$ cat config.mk
export PLATFORM = sky130hd
export DESIGN_NAME = burst_addr_gen
export DESIGN_NICKNAME = d
export VERILOG_FILES = /design/src/rtl/bag_pkg.sv /design/src/rtl/bag_decode.sv /design/src/rtl/bag_counter.sv /design/src/rtl/burst_addr_gen.sv
export SDC_FILE = /design/constraint.sdc
export NUM_CORES = 1
export LEC_CHECK = 0
export BUFFER_PORTS_ARGS = -buffer_cell sky130_fd_sc_hd__buf_2
export CELL_PAD_IN_SITES_DETAIL_PLACEMENT = 2
export CELL_PAD_IN_SITES_GLOBAL_PLACEMENT = 2
export CORE_MARGIN = 3
export CORE_UTILIZATION = 27
export DETAILED_ROUTE_END_ITERATION = 10
export HOLD_SLACK_MARGIN = 0.05
export PLACE_DENSITY = 0.74
export SETUP_SLACK_MARGIN = 0.5
export SLEW_MARGIN = 20
export SYNTH_ARGS = -nofsm -noshare
export SYNTH_HDL_FRONTEND = slang
export SYNTH_SLANG_ARGS = --single-unit
$ cat constraint.sdc
create_clock -name clk_i -period 1.3 [get_ports clk_i]
set_clock_uncertainty 0.15 [all_clocks]
set_input_delay 0.26 -clock clk_i [delete_from_list [all_inputs] [get_ports clk_i]]
set_output_delay 0.26 -clock clk_i [all_outputs]
set_load 0.05 [all_outputs]
$ cat src/rtl/bag_pkg.sv
package bag_pkg;
  typedef enum logic [2:0] {
    OP_DESEL   = 3'd0,
    OP_RD_BEG  = 3'd1,
    OP_WR_BEG  = 3'd2,
    OP_CONT_RD = 3'd3,
    OP_CONT_WR = 3'd4,
    OP_SUSP_RD = 3'd5,
    OP_SUSP_WR = 3'd6
  } op_e;
endpackage

$ cat src/rtl/bag_decode.sv
module bag_decode
  import bag_pkg::*;
(
  input  logic proc_stb_ni,
  input  logic cache_stb_ni,
  input  logic adv_ni,
  input  logic ce1_ni,
  input  logic ce2_i,
  input  logic ce3_ni,
  input  logic wr_i,
  input  logic sel_q_i,
  output logic load_o,
  output logic step_o,
  output logic sel_d_o,
  output op_e  op_d_o
);
  logic chip_en;
  logic proc_eff;

  assign chip_en  = ~ce1_ni & ce2_i & ~ce3_ni;
  // primary enable high masks the processor strobe
  assign proc_eff = ~proc_stb_ni & ~ce1_ni;

  always_comb begin
    load_o  = 1'b0;
    step_o  = 1'b0;
    sel_d_o = 1'b0;
    op_d_o  = OP_DESEL;
    if (proc_eff) begin
      if (chip_en) begin
        load_o  = 1'b1;
        sel_d_o = 1'b1;
        op_d_o  = OP_RD_BEG;
      end
    end else if (!cache_stb_ni) begin
      if (chip_en) begin
        load_o  = 1'b1;
        sel_d_o = 1'b1;
        op_d_o  = wr_i ? OP_WR_BEG : OP_RD_BEG;
      end
    end else if (sel_q_i) begin
      sel_d_o = 1'b1;
      if (!adv_ni) begin
        step_o = 1'b1;
        op_d_o = wr_i ? OP_CONT_WR : OP_CONT_RD;
      end else begin
        op_d_o = wr_i ? OP_SUSP_WR : OP_SUSP_RD;
      end
    end
  end
endmodule

$ cat src/rtl/bag_counter.sv
module bag_counter #(
  parameter int ADDR_W = 18,
  parameter int CNT_W  = 2
) (
  input  logic              clk_i,
  input  logic              rst_ni,
  input  logic              load_i,
  input  logic              step_i,
  input  logic              linear_ni,
  input  logic [ADDR_W-1:0] addr_i,
  output logic [ADDR_W-1:0] addr_o
);
  localparam int UP_W = ADDR_W - CNT_W;

  logic [UP_W-1:0]  upper_q;
  logic [CNT_W-1:0] base_q;
  logic [CNT_W-1:0] step_q;
  logic [CNT_W-1:0] lsb;

  always_ff @(posedge clk_i or negedge rst_ni) begin
    if (!rst_ni) begin
      upper_q <= '0;
      base_q  <= '0;
      step_q  <= '0;
    end else if (load_i) begin
      upper_q <= addr_i[ADDR_W-1:CNT_W];
      base_q  <= addr_i[CNT_W-1:0];
      step_q  <= '0;
    end else if (step_i) begin
      step_q  <= step_q + 1'b1;
    end
  end

  // both orders come from the stored start value and the step count
  assign lsb    = linear_ni ? (base_q ^ step_q) : (base_q + step_q);
  assign addr_o = {upper_q, lsb};
endmodule

$ cat src/rtl/burst_addr_gen.sv
module burst_addr_gen
  import bag_pkg::*;
#(
  parameter int ADDR_W = 18
) (
  input  logic              clk_i,
  input  logic              rst_ni,
  input  logic [ADDR_W-1:0] addr_i,
  input  logic              proc_stb_ni,
  input  logic              cache_stb_ni,
  input  logic              adv_ni,
  input  logic              ce1_ni,
  input  logic              ce2_i,
  input  logic              ce3_ni,
  input  logic              wr_i,
  input  logic              linear_ni,
  output logic [2:0]        op_o,
  output logic [ADDR_W-1:0] addr_o,
  output logic              cs_o
);
  localparam int CNT_W = 2;

  logic load, step, sel_d, cs_q;
  op_e  op_d, op_q;

  bag_decode i_decode (
    .proc_stb_ni  (proc_stb_ni),
    .cache_stb_ni (cache_stb_ni),
    .adv_ni       (adv_ni),
    .ce1_ni       (ce1_ni),
    .ce2_i        (ce2_i),
    .ce3_ni       (ce3_ni),
    .wr_i         (wr_i),
    .sel_q_i      (cs_q),
    .load_o       (load),
    .step_o       (step),
    .sel_d_o      (sel_d),
    .op_d_o       (op_d)
  );

  bag_counter #(.ADDR_W(ADDR_W), .CNT_W(CNT_W)) i_counter (
    .clk_i     (clk_i),
    .rst_ni    (rst_ni),
    .load_i    (load),
    .step_i    (step),
    .linear_ni (linear_ni),
    .addr_i    (addr_i),
    .addr_o    (addr_o)
  );

  always_ff @(posedge clk_i or negedge rst_ni) begin
    if (!rst_ni) begin
      op_q <= OP_DESEL;
      cs_q <= 1'b0;
    end else begin
      op_q <= op_d;
      cs_q <= sel_d;
    end
  end

  assign op_o = op_q;
  assign cs_o = cs_q;
endmodule

==> results.md <==
- Post-layout worst setup margin: -0.5530 ns
- Area of the mapped netlist: ~990 sq um
- Slew @ Worst Pin: 0.5449 ns
- EDFF count, synth: 0
- Outcome: finished, violations left
- Sinks on Clock Net: 24
- Final hold slack: -0.2046 ns
- Arrival time of the worst setup path: 1.44 ns
- Vias: 930
- Final core area utilization: 0.5972
- Cell type with the largest total area after synthesis: sky130_fd_sc_hd__dfrtp_1
- Number of port buffers: 49
- Sequential-to-total area share from yosys stat: 0.6045
- Post-route antenna net violation count: 0
- Kind of critical path: reg2out
- Initial standard-cell utilization of the core: 0.2886
- CP Capture Type: output port
- Placed cell areas: around 0.0014 sq mm
- H-tree levels: 1
- GRT Total Usage: 0.2159
- Remaining Overflow, GRT: 0
- Area of the die: 0.004444 sq mm
- Slew HR: 0.6367
- Top cells by area in the synthesized netlist: sky130_fd_sc_hd__dfrtp_1 (60%), sky130_fd_sc_hd__mux2_2 (20%), sky130_fd_sc_hd__ha_1 (2.5%)
- Peak clock frequency supported by timing: roughly 0.54 GHz
- Share of cell area taken by muxes after synthesis: 0.2040
- Placer's final routability congestion estimate: 0.6815
- Chip height: 66.66 microns
- Flip-flop and latch count after synthesis: 24
- Critical Path Start Type: flip-flop
- Synthesized-area fraction occupied by ao, oa, aoi and oai cells: 0.06045
- Fraction of layout cells with a size suffix above 1: 0.8506
- Master cell of the clock root buffer: sky130_fd_sc_hd__clkbuf_8
- Number of optimization iterations in the first detailed-route pass: 4
- Synthesized instance count: just under 70
- Final setup violation count: 23
- Post-placement worst setup slack: -0.3894 ns
- YS warnings: 0
- CP Data Required Time: slightly below 0.9 ns
- MaxCap Viol Count: 0
- Clock slew at reported path FFs: 0.10 ns
- Worst skew pair latency: 0.28 ns
- Peak supply drop: ~0.00075 V
- Count of antenna diodes in the layout: 0
- DRC viols: 0
- Horizontal extent of the die: 66.66 microns
- Routed wire per std cell: about 25 microns
- Xor-xnor portion of the synthesized cell area: 0.01763
- Core ar.: approximately 0.0034 sq mm
- Basic-gate share of the synthesized area counting and, or, nand and nor cells: 0.05793
- Buffer depth of the longest clock path: 2
- Leakage dissipation: 0.9758 nW
- Cts bufs inserted: 3
- Clock tree from TritonCTS: yes
- Final Max Tran Viols: 0
- Dominant combinational cell family by area after synthesis: multiplexers
- Initial antenna violation count: 0
- Proportion of register bits with asynchronous set or reset after synthesis: 1.000
- Worst min-delay path class: in2async
- Depth of the worst register-to-register path: 5
- Arithmetic-cell share of the synthesized area counting full adders, half adders and majority gates: 0.02519
- Post-detailed-placement half-perimeter wirelength: 2219 microns
- Setup repair after global routing missed its margin: true
- Violated checks: negative hold slack, negative setup slack
- Pin count of the biggest net entering global routing: 25
- Count leader, synth: sky130_fd_sc_hd__dfrtp_1
- Syn-to-layout area delta: 106.9%
- Primary flip-flop cell chosen by synthesis mapping: sky130_fd_sc_hd__dfrtp_1
- Design area: 0.002056 sq mm
- Yosys top cell area share: 0.6045
- Period Utilization, post-route: 1.425
- Register-to-register setup slack: -0.21 ns
- Number of nets in the finished design: between 150 and 200
- Number of top-level design ports: 50
- Via count of the first global-routing pass: 1074
- Crit path max fanout: 2
- Most numerous cell types in the synthesized netlist: sky130_fd_sc_hd__dfrtp_1 (24), sky130_fd_sc_hd__mux2_2 (18), sky130_fd_sc_hd__o21ai_0 (5)
- 1st-iter DRT viols: 26
- Net count after synthesis: 98
- Syn_area_per_cell: 14.61 sq um
- Vias per std cell: 4.650
- Global-route wire length before repair: 6637 microns
- Number of placement rows: 21
- Post-detailed-routing wire length: 5036 microns
- Minimum clock period after layout: 1.853 ns
- Distinct cells, synth: 18
- Final Hold Violating Endpoints: 24
- Pwr per Cell Area: 1585 mW/mm^2
[registers in the layout (all words and copies together) (netlist names)]
signal and cells:
cs_o 1, i_counter.base_q 2, op_o 3, i_counter.step_q 2, i_counter.upper_q 16
[worst max-delay path: stages (launching register included)]
cell	delay (ns)
sky130_fd_sc_hd__dfrtp_1	0.41
sky130_fd_sc_hd__xnor2_1	0.24
sky130_fd_sc_hd__buf_4	0.19
sky130_fd_sc_hd__xnor2_4	0.12
sky130_fd_sc_hd__buf_6	0.18
[final cells by class]
type                    instances  area [sq um]
well taps                      46         57.56
inverters                       2         7.507
flip-flops and latches         24         614.3
clock inverters                 1         30.03
clock buffers                   3         41.29
fillers                       307          1386
repair buffers                 84         769.5
multi-input cells              40         535.5
[final timing paths]
path,to,start
worst max register to register,i_counter.step_q[1],i_counter.step_q[0]
worst max-delay path,addr_o[1],i_counter.base_q[1]
worst min register to register,i_counter.upper_q[10],i_counter.upper_q[10]
worst min-delay path,i_counter.upper_q[3],rst_ni
max in group asynchronous,i_counter.upper_q[11],rst_ni
min in group clk_i,i_counter.upper_q[6],addr_i[8]
[through the flow]
stage	cells	total power, mW	TNS [ns]
after floorplan	68	1.683	-4.289
after global placement	172	1.915	-7.006
after detailed placement	172	1.956	-7.660
after CTS	188	3.059	-2.737
after global routing	200	3.367	-4.685
final	200	3.259	-4.055
[logic make-up after synthesis]
kind of cell    after synthesis
fa+ha+maj                     2
simple gates                  8
mux                          18
flops                        24
xor+xnor                      2
compound gates               10
buf+inv                       4
[layout by cell type (no fill, tap or decap)]
| cell type | count |
|---|---|
| sky130_fd_sc_hd__buf_2 | 25 |
| sky130_fd_sc_hd__buf_4 | 24 |
| sky130_fd_sc_hd__buf_6 | 21 |
| sky130_fd_sc_hd__mux2_4 | 18 |
| sky130_fd_sc_hd__dfrtp_1 | 13 |
| sky130_fd_sc_hd__buf_8 | 12 |
| sky130_fd_sc_hd__dfrtp_2 | 11 |
| sky130_fd_sc_hd__clkbuf_8 | 3 |
| sky130_fd_sc_hd__inv_1 | 2 |
| sky130_fd_sc_hd__o21ai_2 | 2 |
| sky130_fd_sc_hd__o21ai_0 | 2 |
| sky130_fd_sc_hd__nor2_4 | 2 |
| sky130_fd_sc_hd__or3_4 | 2 |
| sky130_fd_sc_hd__or3b_4 | 1 |
| sky130_fd_sc_hd__o211ai_1 | 1 |
| sky130_fd_sc_hd__o2bb2ai_1 | 1 |
| sky130_fd_sc_hd__xnor2_1 | 1 |
| sky130_fd_sc_hd__nor2b_4 | 1 |
| sky130_fd_sc_hd__xnor2_4 | 1 |
| sky130_fd_sc_hd__o32ai_4 | 1 |
| sky130_fd_sc_hd__and2_1 | 1 |
| sky130_fd_sc_hd__o21ai_1 | 1 |
| sky130_fd_sc_hd__a21oi_2 | 1 |
| sky130_fd_sc_hd__nand2b_4 | 1 |
| sky130_fd_sc_hd__a21oi_4 | 1 |
| sky130_fd_sc_hd__ha_4 | 1 |
| sky130_fd_sc_hd__ha_1 | 1 |
| sky130_fd_sc_hd__bufinv_16 | 1 |
| sky130_fd_sc_hd__buf_16 | 1 |
| sky130_fd_sc_hd__buf_12 | 1 |
[timing repair]
item,4_1_cts,5_1_grt
buffers inserted,11,12
pin swaps,5,7
cloned,1,0
hold endpoints to repair,24,24
gates resized for setup,93,10
endpoints found under the setup margin,46,46
[routing by layer]
layer,global-route usage,share of wire,up-vias
met3,0.03035,0.028,11
met5,0,0,-
li1,-,-,413
met4,0.05330,0.031,0
met1,0.2540,0.36,475
met2,0.4059,0.58,31
[where the power goes]
part | internal, mW | switching [mW] | leakage [nW]
sequential | 0.890 | 0.134 | 0.282
clock | 0.413 | 0.285 | 0.0357
combinational | 0.736 | 0.800 | 0.658
No activity file was read; power rests on OpenSTA's default activity.
